==> src/rtl/ssi_pkg.sv <==
package ssi_pkg;

   typedef enum logic [1:0] {
      TGT_CTRL  = 2'b00,
      TGT_SETUP = 2'b01,
      TGT_TEST  = 2'b10,
      TGT_DATA  = 2'b11
   } tgt_e;

   typedef enum logic {
      PH_CMD = 1'b0,
      PH_OP  = 1'b1
   } phase_e;

   typedef struct packed {
      tgt_e       tgt;
      logic       rd;
      logic       stby;
      logic [1:0] gain;
   } ctl_t;

   function automatic ctl_t ctl_decode(input logic [7:0] b);
      ctl_t c;
      c.tgt  = tgt_e'(b[6:5]);
      c.rd   = b[4];
      c.stby = b[3];
      c.gain = b[1:0];
      return c;
   endfunction

   function automatic logic [7:0] ctl_encode(input ctl_t c, input logic rdy_n);
      return {rdy_n, c.tgt, c.rd, c.stby, 1'b0, c.gain};
   endfunction

endpackage

==> src/rtl/ssi_sync.sv <==
module ssi_sync #(
   parameter int          W       = 3,
   parameter int          STAGES  = 2,
   parameter logic [W-1:0] RST_VAL = '0
) (
   input  logic         clk,
   input  logic         rst_n,
   input  logic [W-1:0] d,
   output logic [W-1:0] q
);

   logic [W-1:0] chain [STAGES];

   always_ff @(posedge clk or negedge rst_n) begin
      if (!rst_n) chain[0] <= RST_VAL;
      else        chain[0] <= d;
   end

   for (genvar s = 1; s < STAGES; s++) begin : g_stage
      always_ff @(posedge clk or negedge rst_n) begin
         if (!rst_n) chain[s] <= RST_VAL;
         else        chain[s] <= chain[s-1];
      end
   end

   assign q = chain[STAGES-1];

endmodule

==> src/rtl/ssi_shifter.sv <==
module ssi_shifter #(
   parameter int TXW = 16,
   parameter int RXW = 8,
   localparam int CW = $clog2(TXW + 1)
) (
   input  logic           clk,
   input  logic           rst_n,
   input  logic           clr,
   input  logic           rise,
   input  logic           fall,
   input  logic           din,
   input  logic [CW-1:0]  len,
   input  logic [TXW-1:0] load_val,
   output logic           dout,
   output logic           first_fall,
   output logic           done,
   output logic [RXW-1:0] rx
);

   logic [CW-1:0]  cnt;
   logic [TXW-1:0] tx;
   logic           last_bit;

   assign last_bit   = (cnt == len - 1'b1);
   assign first_fall = fall & (cnt == '0);
   assign dout       = tx[TXW-1];

   always_ff @(posedge clk or negedge rst_n) begin
      if (!rst_n) begin
         cnt  <= '0;
         done <= 1'b0;
      end else if (clr) begin
         cnt  <= '0;
         done <= 1'b0;
      end else begin
         done <= rise & last_bit;
         if (rise) cnt <= last_bit ? '0 : cnt + 1'b1;
      end
   end

   always_ff @(posedge clk or negedge rst_n) begin
      if (!rst_n)    rx <= '0;
      else if (rise) rx <= {rx[RXW-2:0], din};
   end

   always_ff @(posedge clk or negedge rst_n) begin
      if (!rst_n)    tx <= '0;
      else if (fall) tx <= (cnt == '0) ? load_val : {tx[TXW-2:0], 1'b0};
   end

endmodule

==> src/rtl/ssi_upd_timer.sv <==
module ssi_upd_timer #(
   parameter int PERIOD = 2048,
   parameter int BLANK  = 500,
   localparam int TW = $clog2(PERIOD)
) (
   input  logic clk,
   input  logic rst_n,
   input  logic hold,
   output logic wrap,
   output logic blank
);

   localparam logic [TW-1:0] LAST = TW'(PERIOD - 1);

   logic [TW-1:0] cnt;

   always_ff @(posedge clk or negedge rst_n) begin
      if (!rst_n)      cnt <= '0;
      else if (hold)   cnt <= '0;
      else if (wrap)   cnt <= '0;
      else             cnt <= cnt + 1'b1;
   end

   assign wrap = ~hold & (cnt == LAST);

   if (BLANK == 0) begin : g_noblank
      assign blank = 1'b0;
   end else begin : g_blank
      localparam logic [TW-1:0] BSTART = TW'(PERIOD - 1 - BLANK);
      assign blank = ~hold & (cnt == BSTART);
   end

endmodule

==> src/rtl/ssi_regif.sv <==
module ssi_regif
   import ssi_pkg::*;
#(
   parameter int          DATA_W      = 16,
   parameter int          REG_W       = 8,
   parameter int          SYNC_STAGES = 2,
   parameter int          PERIOD      = 2048,
   parameter int          BLANK       = 500,
   parameter logic [7:0]  SETUP_RST   = 8'h14
) (
   input  logic              clk,
   input  logic              rst_n,
   input  logic              sclk,
   input  logic              cs_n,
   input  logic              din,
   output logic              dout,
   output logic              dout_oe,
   output logic              drdy_n,
   input  logic [DATA_W-1:0] word_in,
   output logic              word_take,
   output logic [REG_W-1:0]  setup_q,
   output logic [REG_W-1:0]  test_q,
   output logic [1:0]        gain,
   output logic              standby
);

   localparam int CW  = $clog2(DATA_W + 1);
   localparam int PAD = DATA_W - REG_W;

   if (REG_W != 8) begin : g_bad_regw
      $error("ssi_regif: control layout needs REG_W of 8");
   end
   if (DATA_W <= REG_W) begin : g_bad_dataw
      $error("ssi_regif: DATA_W must exceed REG_W");
   end
   if (SYNC_STAGES < 2) begin : g_bad_sync
      $error("ssi_regif: SYNC_STAGES must be at least 2");
   end
   if (PERIOD < 4 || BLANK >= PERIOD - 1) begin : g_bad_timer
      $error("ssi_regif: BLANK must be below PERIOD-1");
   end

   // input synchronisation and edge detection
   logic [2:0] sync_o;
   logic       sclk_s, cs_s, din_s, sclk_q;
   logic       rise, fall;

   ssi_sync #(.W(3), .STAGES(SYNC_STAGES), .RST_VAL(3'b110)) u_sync (
      .clk   (clk),
      .rst_n (rst_n),
      .d     ({sclk, cs_n, din}),
      .q     (sync_o)
   );

   assign {sclk_s, cs_s, din_s} = sync_o;

   always_ff @(posedge clk or negedge rst_n) begin
      if (!rst_n) sclk_q <= 1'b1;
      else        sclk_q <= sclk_s;
   end

   assign rise = sclk_s & ~sclk_q & ~cs_s;
   assign fall = ~sclk_s & sclk_q & ~cs_s;

   // access state
   phase_e            phase;
   ctl_t              ctl;
   logic              is_data_op, is_rd_data;
   logic [CW-1:0]     len;
   logic [DATA_W-1:0] load_val;
   logic              first_fall, done;
   logic [REG_W-1:0]  rx;
   logic [DATA_W-1:0] data_q;

   assign is_data_op = (phase == PH_OP) && (ctl.tgt == TGT_DATA);
   assign is_rd_data = is_data_op && ctl.rd;
   assign len        = is_data_op ? CW'(DATA_W) : CW'(REG_W);

   always_comb begin
      case (ctl.tgt)
         TGT_CTRL:  load_val = {ctl_encode(ctl, drdy_n), {PAD{1'b0}}};
         TGT_SETUP: load_val = {setup_q, {PAD{1'b0}}};
         TGT_TEST:  load_val = {test_q, {PAD{1'b0}}};
         default:   load_val = data_q;
      endcase
   end

   ssi_shifter #(.TXW(DATA_W), .RXW(REG_W)) u_shift (
      .clk        (clk),
      .rst_n      (rst_n),
      .clr        (cs_s),
      .rise       (rise),
      .fall       (fall),
      .din        (din_s),
      .len        (len),
      .load_val   (load_val),
      .dout       (dout),
      .first_fall (first_fall),
      .done       (done),
      .rx         (rx)
   );

   always_ff @(posedge clk or negedge rst_n) begin
      if (!rst_n) begin
         phase   <= PH_CMD;
         ctl     <= '{tgt: TGT_CTRL, rd: 1'b0, stby: 1'b0, gain: 2'b00};
         setup_q <= SETUP_RST;
         test_q  <= '0;
      end else if (done) begin
         if (phase == PH_CMD) begin
            if (!rx[7]) begin
               ctl <= ctl_decode(rx);
               if (rx[4] || (rx[6:5] != TGT_CTRL)) phase <= PH_OP;
            end
         end else begin
            phase <= PH_CMD;
            if (!ctl.rd) begin
               case (ctl.tgt)
                  TGT_SETUP: setup_q <= rx;
                  TGT_TEST:  test_q  <= rx;
                  default:   ;
               endcase
            end
         end
      end
   end

   // update scheduling
   logic              wrap, blank;
   logic              rd_busy, rd_start, rd_done;
   logic              pend, upd_go;
   logic [DATA_W-1:0] pend_word;

   ssi_upd_timer #(.PERIOD(PERIOD), .BLANK(BLANK)) u_timer (
      .clk   (clk),
      .rst_n (rst_n),
      .hold  (ctl.stby),
      .wrap  (wrap),
      .blank (blank)
   );

   assign rd_start = first_fall & is_rd_data;
   assign rd_done  = done & is_rd_data;
   assign upd_go   = (wrap | pend) & ~rd_start & ~(rd_busy & ~rd_done);

   always_ff @(posedge clk or negedge rst_n) begin
      if (!rst_n)        rd_busy <= 1'b0;
      else if (cs_s)     rd_busy <= 1'b0;
      else if (rd_done)  rd_busy <= 1'b0;
      else if (rd_start) rd_busy <= 1'b1;
   end

   always_ff @(posedge clk or negedge rst_n) begin
      if (!rst_n) begin
         pend      <= 1'b0;
         pend_word <= '0;
         data_q    <= '0;
      end else begin
         if (wrap) pend_word <= word_in;
         if (upd_go) begin
            pend   <= 1'b0;
            data_q <= wrap ? word_in : pend_word;
         end else if (wrap) begin
            pend   <= 1'b1;
         end
      end
   end

   always_ff @(posedge clk or negedge rst_n) begin
      if (!rst_n)                drdy_n <= 1'b1;
      else if (upd_go)           drdy_n <= 1'b0;
      else if (rd_done || blank) drdy_n <= 1'b1;
   end

   assign dout_oe   = ~cs_s;
   assign word_take = wrap;
   assign gain      = ctl.gain;
   assign standby   = ctl.stby;

endmodule

==> config.mk <==
export PLATFORM = sky130hd
export DESIGN_NAME = ssi_regif
export DESIGN_NICKNAME = d
export VERILOG_FILES = /design/src/rtl/ssi_pkg.sv /design/src/rtl/ssi_sync.sv /design/src/rtl/ssi_shifter.sv /design/src/rtl/ssi_upd_timer.sv /design/src/rtl/ssi_regif.sv
export SDC_FILE = /design/constraint.sdc
export NUM_CORES = 1
export LEC_CHECK = 0
export ABC_AREA = 1
export BUFFER_PORTS_ARGS = -buffer_cell sky130_fd_sc_hd__buf_2
export CAP_MARGIN = 20
export CORE_UTILIZATION = 30
export CTS_CLUSTER_SIZE = 8
export DETAILED_ROUTE_END_ITERATION = 6
export PLACE_DENSITY = 0.47
export RECOVER_POWER = 25
export SETUP_SLACK_MARGIN = 0.4
export SYNTH_ARGS = -nofsm -noshare
export SYNTH_HDL_FRONTEND = slang
export SYNTH_HIERARCHICAL = 1
export SYNTH_SLANG_ARGS = --single-unit
export TNS_END_PERCENT = 50
==> constraint.sdc <==
create_clock -name clk -period 3.1 [get_ports clk]
set_clock_uncertainty 0.05 [all_clocks]
set_input_delay 0.93 -clock clk [delete_from_list [all_inputs] [get_ports clk]]
set_output_delay 0.93 -clock clk [all_outputs]
set_load 0.02 [all_outputs]
==> reports/qor.txt, run 1 <==
PLACED DESIGN
------------------------------------------------------------------------------
Half-perimeter wire length after placement ......................      7.68 mm
IO buf count ....................................................           43
Gp weighted congestion ..........................................        0.805

CLOCK TREE
------------------------------------------------------------------------------
Clock-pin transition on the worst setup and hold timing paths ...        70 ps
TritonCTS clock tree ............................................          yes
# H-tree levels .................................................            3
Clock network latency to the later pin of the worst-skew pair ...       350 ps
Clock root buffer ............................................... sky130_fd_sc_hd__clkbuf_16
Number of buffers on the longest clock path .....................            2
CTS sink count ..................................................          106
Inserted Clock Buffers ..........................................            9

SYNTHESIS
------------------------------------------------------------------------------
Post-synthesis register bit count ...............................          106
Asr flop ratio synth ............................................         100%
Most common flop cell mapped by yosys ........................... sky130_fd_sc_hd__dfrtp_1
Cells after synthesis ...........................................          567
Synthesized area divided by synthesized cell count ..............     8.88 µm²
Largest area contributor in the netlist ......................... sky130_fd_sc_hd__dfrtp_1
Post-synthesis instance area ....................................     5030 µm²
Number of warnings printed during yosys synthesis ...............            6
Proportion of synthesized chip area in sequential cells .........        52.9%
Yosys cell types ................................................           37
Share of Yosys cell area claimed by the top area cell type ......        48.7%
EDFF count, synth ...............................................            0
Area contributors post-synth .................................... sky130_fd_sc_hd__dfrtp_1 (49%), sky130_fd_sc_hd__nand2_1 (11%), sky130_fd_sc_hd__inv_1 (5.1%)

WORST SETUP PATH
------------------------------------------------------------------------------
Type of element launching the critical path .....................         flop
Element type at the critical path end ...........................  output port
Dominant delay contributor by cell family on the critical path .. simple AND/OR/NAND/NOR gates
Path type of the worst setup path ...............................      reg2out
Critical path data required time ................................      2120 ps
Signal arrival time at the worst endpoint .......................      1680 ps
Cells along the critical path ................................... ha_2 -> nand2_1 -> nor2_8 -> nand4_4 -> clkinvlp_4 -> buf_2
Buf+Inv Stages, Crit Path .......................................            2
Highest net fanout along the worst path .........................            5
Slowest cell on the critical path ............................... sky130_fd_sc_hd__dfrtp_1
Max stage delay on crit path ....................................       380 ps

FLOORPLANNING
------------------------------------------------------------------------------
Total Die Area ..................................................    17300 µm²
Placeable Area ..................................................    16100 µm²
Number of ports placed on the die boundary ......................           44
Floorplan row count .............................................           46
Chip width ......................................................       132 µm
Initial standard-cell utilization of the core ...................        31.2%
Floorplan die height ............................................       132 µm

DRT
------------------------------------------------------------------------------
Antenna violation net count after detailed routing ..............            0
WL per Instance .................................................      13.0 µm
Via total after detailed routing ................................         3737
WL final ........................................................      10.9 mm
Post-detailed-route DRC marker count ............................            0
Drt first pass iters ............................................            5
Average vias per placed instance ................................         4.46
Starting DRT DRC Count ..........................................          255

PWR
------------------------------------------------------------------------------
Relative contribution of combinational cells to total power .....        10.4%
Share of power burned in the clock network ......................        38.4%
Worst voltage drop across the vdd grid ..........................       252 µV
Switching pwr ...................................................       834 µW
Power per cell area .............................................   535 nW/µm²
Power Total .....................................................      3080 µW
Internal cell power .............................................      2240 µW
Portion of total power attributed to sequential cells ...........        51.3%
Switching share of power ........................................        27.1%
Leakage power total .............................................   0.00289 µW

TIMING
------------------------------------------------------------------------------
Number of pins with negative max-slew slack in the final report .            0
Slew of the pin with the lowest slew margin .....................      1350 ps
Setup TNS .......................................................         0 ps
Fin crit period .................................................      2660 ps
Final hold violation count ......................................            0
Final worst-path cycle share ....................................        85.9%
Achievable clock frequency ......................................    0.375 GHz
Setup Viol. Count Final .........................................            0
Tightest slew margin relative to the limit ......................        10.1%
RSZ-0062 raised after global routing ............................           no

STATUS
------------------------------------------------------------------------------
Run status ......................................................    completed

FINAL LAYOUT
------------------------------------------------------------------------------
Antenna diode count .............................................            0
Count of nets after finishing ...................................          641
Proportion of layout cells with a drive suffix above 1 ..........        19.2%
Number of filler cells placed in the layout .....................         1688
Synthesis-to-finish area growth .................................        14.1%

GLOBAL ROUTING
------------------------------------------------------------------------------
Via count of the first global-routing pass ......................         3762
Largest net degree at the start of global routing ...............           99
Initial antenna violation count .................................            0
Global-route usage over all layers ..............................        13.7%
Gr ovfl total ...................................................            0
Global-route wire length before repair ..........................      18.8 mm

JOB
------------------------------------------------------------------------------
Maximum Capacitance Violations ..................................            0

MIN PATH
------------------------------------------------------------------------------
Min-delay worst type ............................................      reg2reg

==> area by class of cell <==
cell class / instances / area [µm²] / area share [%]
sequential: 106 / 2660 / 46.3
multi-input combinational: 371 / 1940 / 33.8
inverter: 76 / 289 / 5.03
timing repair buffer: 52 / 278 / 4.83
tap: 216 / 270 / 4.70
clock buffer: 11 / 243 / 4.22
clock inverter: 5 / 62.6 / 1.09
==> Yosys cell counts, types with 3 or more instances <==
master                       n
sky130_fd_sc_hd__xor2_1      6
sky130_fd_sc_hd__o21ai_1    10
sky130_fd_sc_hd__buf_6       4
sky130_fd_sc_hd__dfrtp_1    98
sky130_fd_sc_hd__mux2_2     16
sky130_fd_sc_hd__a21oi_1    23
sky130_fd_sc_hd__ha_1        4
sky130_fd_sc_hd__buf_2       5
sky130_fd_sc_hd__dfstp_2     8
sky130_fd_sc_hd__nor2_2      7
sky130_fd_sc_hd__nand3_1    36
sky130_fd_sc_hd__nand2_2     4
sky130_fd_sc_hd__inv_1      69
sky130_fd_sc_hd__nand2_1   147
sky130_fd_sc_hd__buf_4       6
sky130_fd_sc_hd__nor2_1     40
sky130_fd_sc_hd__nand2_4     3
sky130_fd_sc_hd__inv_2       7
sky130_fd_sc_hd__o22ai_1     3
sky130_fd_sc_hd__o21ai_0    45
sky130_fd_sc_hd__o221ai_1    3
==> layer usage <==
layer	vias up	routed length (µm)	global-route usage, %
met5	-	0	0
met3	11	383	3.09
met2	60	5030	21.8
met1	1765	5320	18.2
li1	1901	-	-
met4	0	149	4.46
==> stage by stage <==
stage	hold WS, ps	area, µm²	util, %	instances	setup WS (ps)
after global placement	284	5440	33.8	819	597
after global routing	316	5750	35.7	837	352
after detailed placement	286	5440	33.8	819	557
after floorplan	281	5050	-	572	875
after CTS	306	5760	35.7	836	424
final	302	5750	35.7	837	436
==> power by group through the flow <==
| stage | registers, µW | logic [µW] | clock network, µW |
|---|---|---|---|
| 6_report | 1580 | 320 | 1180 |
| 5_1_grt | 1590 | 378 | 1280 |
| 4_1_cts | 1580 | 324 | 1230 |
| 3_5_place_dp | 1600 | 324 | 0 |
| 3_3_place_gp | 1600 | 315 | 0 |
| 2_1_floorplan | 1570 | 240 | 0 |
==> flip-flops by register name, indices dropped and copies added, names as in the netlist <==
signal,cells
test_q,8
u_sync/q,3
gain,2
u_sync/chain,3
u_shift/cnt,5
standby,1
u_timer/cnt,11
u_shift/rx,8
drdy_n,1
rd_busy,1
phase,1
u_shift/done,1
sclk_q,1
data_q,16
setup_q,8
u_shift/tx,16
pend,1
ctl,3
pend_word,16
==> timing repair <==
item	CTS	global route
endpoints found under the setup margin	1	1
resized for setup	1	1
cloned	0	0
hold buffers	0	0
setup buffers	1	1
==> kinds of logic (layout without fill, tap and decap cells) <==
group	after synthesis	after routing	share of synthesized area [%]
compound gates	87	87	9.15
xor+xnor	6	6	1.04
fa+ha+maj	4	4	0.994
buf+inv	95	144	8.92
flops	106	106	52.9
mux	16	16	3.58
other cells	1	6	0.0745
simple gates	252	252	23.3
==> worst reg2reg max path: cells and delay by family (launching register included) <==
family        cells  cell delay, ps
fa+ha+maj         1             220
flops             1             380
simple gates      8            1330
buf+inv           2             280
==> layout by cell type (no fill, tap or decap), drive strengths merged <==
master    Yosys  routed
ha            4       4
nor2         50      50
xor2          6       6
nand2       154     154
o21ai        55      55
o221ai        3       3
nand4         3       3
clkinvlp      0       3
o22ai         3       3
buf          17      49
inv          76      76
dfrtp        98      98
clkbuf        2      14
a21oi        23      23
bufinv        0       1
nand3b        1       1
nor3b         1       1
o2111ai       2       2
mux2         16      16
clkinv        0       1
o31ai         1       1
nor3          4       4
nand3        39      39
conb          1       6
dfstp         8       8
==> worst paths after layout <==
check,startpoint,end,slack [ps],cells after the start
max,u_timer/cnt[0],word_take,440,6
max in group asynchronous,rst_n,u_shift/tx[6],740,2
max reg2reg,u_timer/cnt[0],data_q[5],740,11
min,u_sync/chain[3],u_sync/q[0],300,0
min reg2reg,u_sync/chain[3],u_sync/q[0],300,0
min in group asynchronous,rst_n,pend_word[7],470,1
(Power assumes the default switching activity.)
==> run 2, diff against run 1 <==
--- a/config.mk
+++ b/config.mk
@@ -8,10 +8,12 @@
 export ABC_AREA = 1
 export BUFFER_PORTS_ARGS = -buffer_cell sky130_fd_sc_hd__buf_2
 export CAP_MARGIN = 20
+export CELL_PAD_IN_SITES_DETAIL_PLACEMENT = 1
+export CELL_PAD_IN_SITES_GLOBAL_PLACEMENT = 2
 export CORE_UTILIZATION = 30
 export CTS_CLUSTER_SIZE = 8
 export DETAILED_ROUTE_END_ITERATION = 6
-export PLACE_DENSITY = 0.47
+export PLACE_DENSITY = 0.69
 export RECOVER_POWER = 25
 export SETUP_SLACK_MARGIN = 0.4
 export SYNTH_ARGS = -nofsm -noshare
==> run 2 against run 1 <==
  * Setup slack worse by 7.8 ps
  * Routed wire length is 14% higher
  * Clock power is 6% lower
  * Combinational power is 6% higher
  * Worst hold slack better by 0.83 ps
  * Non-clock buffer count is 2 higher
  * Final cell count is 0.24% higher
  * Register-to-register slack better by 200 ps
  * First-iteration DRC count is 42% lower
  * Largest cell class unchanged
==> reports/qor.txt, run 2 (same netlist as run 1, synthesis figures left out) <==
STATUS
------------------------------------------------------------------------------
Run status ......................................................    completed

GLOBAL ROUTING
------------------------------------------------------------------------------
Gr ovfl total ...................................................            0
Global-route usage over all layers ..............................        15.5%
Global-route wire length before repair ..........................      21.3 mm
Largest net degree at the start of global routing ...............           43
Via count of the first global-routing pass ......................         4125
Initial antenna violation count .................................            0

WORST SETUP PATH
------------------------------------------------------------------------------
Signal arrival time at the worst endpoint .......................      1690 ps
Type of element launching the critical path .....................         flop
Element type at the critical path end ...........................  output port
Max stage delay on crit path ....................................       380 ps
Reg2Reg Capture Point ...........................................    data_q[9]
Critical path origin ............................................ u_timer/cnt[0]
Path type of the worst setup path ...............................      reg2out
Worst reg2reg path startpoint ................................... u_timer/cnt[0]
Critical path data required time ................................      2120 ps
Highest net fanout along the worst path .........................            4
Cell count of the worst reg-to-reg path .........................           10
Slowest cell on the critical path ............................... sky130_fd_sc_hd__dfrtp_1
Setup crit end ..................................................    word_take
Cells along the critical path ................................... ha_1 -> nand2_1 -> nor2_8 -> nand4_4 -> inv_2 -> buf_2
Slack of the worst reg-to-reg path ..............................       940 ps

FLOORPLANNING
------------------------------------------------------------------------------
Chip width ......................................................       132 µm
Floorplan die height ............................................       132 µm
Number of ports placed on the die boundary ......................           44
Floorplan row count .............................................           46
Total Die Area ..................................................    17300 µm²
Initial standard-cell utilization of the core ...................        31.2%
Placeable Area ..................................................    16100 µm²

TIMING
------------------------------------------------------------------------------
Setup TNS .......................................................         0 ps
Final worst-path cycle share ....................................        86.2%
Tightest slew margin relative to the limit ......................        28.1%
Fin crit period .................................................      2670 ps
Final hold violation count ......................................            0
Setup Viol. Count Final .........................................            0
Slew of the pin with the lowest slew margin .....................      1080 ps
Achievable clock frequency ......................................    0.374 GHz
Number of pins with negative max-slew slack in the final report .            0
RSZ-0062 raised after global routing ............................           no

DRT
------------------------------------------------------------------------------
Antenna violation net count after detailed routing ..............            0
Drt first pass iters ............................................            4
Starting DRT DRC Count ..........................................          149
Average vias per placed instance ................................         4.56
Via total after detailed routing ................................         3828
Post-detailed-route DRC marker count ............................            0
WL final ........................................................      12.4 mm
WL per Instance .................................................      14.7 µm

PWR
------------------------------------------------------------------------------
Internal cell power .............................................      2170 µW
Power per cell area .............................................   527 nW/µm²
Portion of total power attributed to sequential cells ...........        52.2%
Power Total .....................................................      3020 µW
Worst voltage drop across the vdd grid ..........................       256 µV
Switching share of power ........................................        28.0%
Leakage power total .............................................   0.00290 µW
Switching pwr ...................................................       847 µW
Share of power burned in the clock network ......................        36.6%
Relative contribution of combinational cells to total power .....        11.2%

CLOCK TREE
------------------------------------------------------------------------------
Clock-pin transition on the worst setup and hold timing paths ...        70 ps
# H-tree levels .................................................            3
Number of buffers on the longest clock path .....................            2
TritonCTS clock tree ............................................          yes
Clock network latency to the later pin of the worst-skew pair ...       350 ps
Clock root buffer ............................................... sky130_fd_sc_hd__clkbuf_16
CTS sink count ..................................................          106
Inserted Clock Buffers ..........................................            9

FINAL LAYOUT
------------------------------------------------------------------------------
Number of filler cells placed in the layout .....................         1914
Antenna diode count .............................................            0
Synthesis-to-finish area growth .................................        13.8%
Count of nets after finishing ...................................          643
Largest registers ............................................... data_q (16), pend_word (16), u_shift/tx (16)
Commonest cells after routing, fill and taps aside .............. sky130_fd_sc_hd__nand2_1 (148), sky130_fd_sc_hd__dfrtp_1 (98), sky130_fd_sc_hd__inv_1 (68)
Most common cell after layout, fill and taps aside .............. sky130_fd_sc_hd__nand2_1
Proportion of layout cells with a drive suffix above 1 ..........        19.4%

MIN PATH
------------------------------------------------------------------------------
Min-delay worst type ............................................      reg2reg
Number of stages on the worst hold path .........................            0

JOB
------------------------------------------------------------------------------
Maximum Capacitance Violations ..................................            0

PLACED DESIGN
------------------------------------------------------------------------------
Gp weighted congestion ..........................................        0.758
Half-perimeter wire length after placement ......................      9.13 mm
IO buf count ....................................................           43

[run 2: critical path: cells and delay by family, from the launching register on]
kind	cells	cell delay, ps
adder cells (fa/ha/maj)	1	240
flip-flops	1	380
buffers and inverters	2	250
AND/OR/NAND/NOR	3	480
[run 2: worst min-delay path by stage]
stage                     from          end  slack (ps)
2_1_floorplan  u_sync/chain[3]  u_sync/q[0]         280
3_3_place_gp   u_sync/chain[3]  u_sync/q[0]         290
3_5_place_dp   u_sync/chain[3]  u_sync/q[0]         290
4_1_cts        u_sync/chain[3]  u_sync/q[0]         310
5_1_grt        u_sync/chain[3]  u_sync/q[0]         310
6_report       u_sync/chain[3]  u_sync/q[0]         300
[run 2: power groups by stage]
stage | clock, µW | sequential, µW | combinational, µW
after detailed placement | 0 | 1600 | 334
after CTS | 1150 | 1580 | 342
after global routing | 1200 | 1590 | 389
after global placement | 0 | 1600 | 325
final | 1110 | 1580 | 339
after floorplan | 0 | 1570 | 240
[run 2: area by class of cell]
class	instances	area [µm²]	share of cell area [%]
Clock buffer	12	246	4.30
Clock inverter	4	35.0	0.611
Inverter	76	285	4.98
Multi-Input combinational cell	371	1940	33.8
Sequential cell	106	2660	46.5
Tap cell	216	270	4.72
Timing Repair Buffer	54	292	5.09
[run 2: repair_timing]
| item | 4_1_cts | 5_1_grt |
|---|---|---|
| buffers inserted | 0 | 2 |
| endpoints found under the setup margin | 1 | 1 |
| hold buffers | 0 | 0 |
| resized for setup | 1 | 1 |
| pin swaps | 0 | 1 |
[run 2: through the flow]
| stage | hold WS (ps) | area, µm² | cells | utilization [%] | setup slack [ps] |
|---|---|---|---|---|---|
| after detailed placement | 293 | 5460 | 821 | 33.9 | 769 |
| after floorplan | 281 | 5050 | 572 | - | 875 |
| after global routing | 308 | 5730 | 839 | 35.6 | 311 |
| after global placement | 287 | 5460 | 821 | 33.9 | 773 |
| final | 303 | 5730 | 839 | 35.6 | 428 |
| after CTS | 306 | 5740 | 837 | 35.6 | 424 |
[run 2: per-layer routing]
layer	wire length (µm)	track usage, %	vias to the layer above
met3	412	3.09	11
li1	-	-	1893
met2	6180	27.1	55
met5	0	0	-
met1	5640	19.6	1869
met4	118	3.68	0
==> run 3, diff against run 2 <==
--- a/config.mk
+++ b/config.mk
@@ -6,7 +6,7 @@
 export NUM_CORES = 1
 export LEC_CHECK = 0
 export ABC_AREA = 1
-export BUFFER_PORTS_ARGS = -buffer_cell sky130_fd_sc_hd__buf_2
+export BUFFER_PORTS_ARGS = -buffer_cell sky130_fd_sc_hd__buf_4
 export CAP_MARGIN = 20
 export CELL_PAD_IN_SITES_DETAIL_PLACEMENT = 1
 export CELL_PAD_IN_SITES_GLOBAL_PLACEMENT = 2
==> run 3 against run 2 <==
  * Sequential power barely moved
  * Setup slack improved by 37 ps
  * Flip-flop and latch count did not move
  * Clock-buffer cell count is the same
  * Final cell count decreased by 0.24%
  * Total power is 0.48% lower
  * Final area grew 1.9%
  * Non-clock buffer count is 2 lower
  * Fmax is 1.4% higher
  * Sequential share of layout area down 0.86 points
  * Largest power group unchanged
==> reports/qor.txt, run 3 (same netlist as run 1, synthesis figures left out) <==
TIMING
------------------------------------------------------------------------------
Fin crit period .................................................      2630 ps
Slew of the pin with the lowest slew margin .....................      1030 ps
Tightest slew margin relative to the limit ......................        31.6%
Number of pins with negative max-slew slack in the final report .            0
Setup Viol. Count Final .........................................            0
Worst-case setup margin in the final layout .....................       466 ps
Setup TNS .......................................................         0 ps
Achievable clock frequency ......................................    0.380 GHz
Final hold violation count ......................................            0
Final worst-path cycle share ....................................        85.0%
RSZ-0062 raised after global routing ............................           no

WORST SETUP PATH
------------------------------------------------------------------------------
Element type at the critical path end ...........................  output port
Reg2Reg Capture Point ...........................................    data_q[7]
Slack of the worst reg-to-reg path ..............................       880 ps
Cell count of the worst reg-to-reg path .........................           10
Signal arrival time at the worst endpoint .......................      1650 ps
Critical path origin ............................................ u_timer/cnt[0]
Worst reg2reg path startpoint ...................................  u_sync/q[1]
Highest net fanout along the worst path .........................            4
Path type of the worst setup path ...............................      reg2out
Type of element launching the critical path .....................         flop
Critical path data required time ................................      2120 ps

CLOCK TREE
------------------------------------------------------------------------------
TritonCTS clock tree ............................................          yes
Inserted Clock Buffers ..........................................            9
Hold-fix buffers, CTS ...........................................            0
Number of buffers on the longest clock path .....................            2
Clock-pin transition on the worst setup and hold timing paths ...        70 ps
CTS sink count ..................................................          106
# H-tree levels .................................................            3
Clock network latency to the later pin of the worst-skew pair ...       350 ps
Clock root buffer ............................................... sky130_fd_sc_hd__clkbuf_16

FINAL LAYOUT
------------------------------------------------------------------------------
Util after Layout ...............................................        36.2%
Proportion of layout cells with a drive suffix above 1 ..........        19.2%
Multi-input combinational cell area .............................     1950 µm²
Most common cell after layout, fill and taps aside .............. sky130_fd_sc_hd__nand2_1
Synthesis-to-finish area growth .................................        16.0%
Antenna diode count .............................................            0
Number of filler cells placed in the layout .....................         1918
Count of nets after finishing ...................................          641
Sequential cell area ............................................     2660 µm²
Largest registers ............................................... data_q (16), pend_word (16), u_shift/tx (16)
Commonest cells after routing, fill and taps aside .............. sky130_fd_sc_hd__nand2_1 (148), sky130_fd_sc_hd__dfrtp_1 (98), sky130_fd_sc_hd__inv_1 (69)

FLOORPLANNING
------------------------------------------------------------------------------
Floorplan die height ............................................       132 µm
Number of ports placed on the die boundary ......................           44
Total Die Area ..................................................    17300 µm²
Initial standard-cell utilization of the core ...................        31.2%
Chip width ......................................................       132 µm
Floorplan row count .............................................           46
Placeable Area ..................................................    16100 µm²

PLACED DESIGN
------------------------------------------------------------------------------
Half-perimeter wire length after placement ......................      9.14 mm
Gp weighted congestion ..........................................        0.769
IO buf count ....................................................           43
Worst slack after detailed placement ............................       832 ps

DRT
------------------------------------------------------------------------------
Starting DRT DRC Count ..........................................          186
Via total after detailed routing ................................         3824
Antenna violation net count after detailed routing ..............            0
WL per Instance .................................................      14.8 µm
Post-detailed-route DRC marker count ............................            0
Drt first pass iters ............................................            4
Average vias per placed instance ................................         4.57
WL final ........................................................      12.4 mm

MIN PATH
------------------------------------------------------------------------------
Min-delay worst type ............................................      reg2reg
End of the worst hold path ......................................  u_sync/q[0]
Worst hold start ................................................ u_sync/chain[3]
Number of stages on the worst hold path .........................            0

PWR
------------------------------------------------------------------------------
Leakage power total .............................................   0.00292 µW
Power per cell area .............................................   515 nW/µm²
Worst voltage drop across the vdd grid ..........................       289 µV

JOB
------------------------------------------------------------------------------
Maximum Capacitance Violations ..................................            0

GLOBAL ROUTING
------------------------------------------------------------------------------
Via count of the first global-routing pass ......................         4073
Global-route wire length before repair ..........................      21.2 mm
Gr ovfl total ...................................................            0
Initial antenna violation count .................................            0
Global-route usage over all layers ..............................        15.5%
Largest net degree at the start of global routing ...............           38

STATUS
------------------------------------------------------------------------------
Run status ......................................................    completed

## run 3: cell types whose count changed in the layout (fill, tap and decap cells not counted), sizes merged
cell      change
buf           -5
inv           -2
clkinv        +4
clkinvlp      -2
clkbuf        +3
## run 3: worst max-delay path: stages, from the launching register on
cell and delay, ps:
sky130_fd_sc_hd__dfrtp_1 420, sky130_fd_sc_hd__ha_4 170, sky130_fd_sc_hd__nand2_1 150, sky130_fd_sc_hd__nor2_8 190, sky130_fd_sc_hd__nand4_4 110, sky130_fd_sc_hd__inv_1 110, sky130_fd_sc_hd__buf_4 150
## run 3: metrics by stage
stage	cells	total power [µW]	hold slack, ps	cell area, µm²
finish	837	3010	301	5840
global placement	820	1940	287	5570
detailed placement	820	1950	288	5570
CTS	836	3050	305	5840
global route	837	3170	312	5840
floorplan	572	1810	281	5050
## run 3: cell type report
cell class / count / area share, %
clock buffer: 12 / 4.22
clock inverter: 4 / 0.472
inverter: 76 / 4.89
multi-input combinational: 371 / 33.4
sequential: 106 / 45.6
tap: 216 / 4.63
timing repair buffer: 52 / 6.75
## run 3: repair_timing
action,in CTS,in global routing
endpoints found under the setup margin,0,1
buffers inserted,0,1
resized for setup,0,2
## run 3: worst max-delay path by stage
stage                           end  slack (ps)
final                     word_take         470
after global placement    word_take         870
after CTS                 word_take         440
after global routing      word_take         350
after floorplan           data_q[0]         880
after detailed placement  word_take         830
## run 3: where the power goes
| part | total, µW | internal [µW] | switching [µW] |
|---|---|---|---|
| Clock | 1080 | 569 | 513 |
| Combinational | 346 | 133 | 213 |
| Sequential | 1580 | 1480 | 102 |
## run 3: routing by layer
layer | GRT usage (%) | up-vias | part of all wire, %
li1 | - | 1889 | -
met1 | 20.3 | 1886 | 48
met2 | 25.7 | 40 | 49
met3 | 2.62 | 9 | 2.4
met4 | 5.23 | 0 | 1.3
met5 | 0 | - | 0
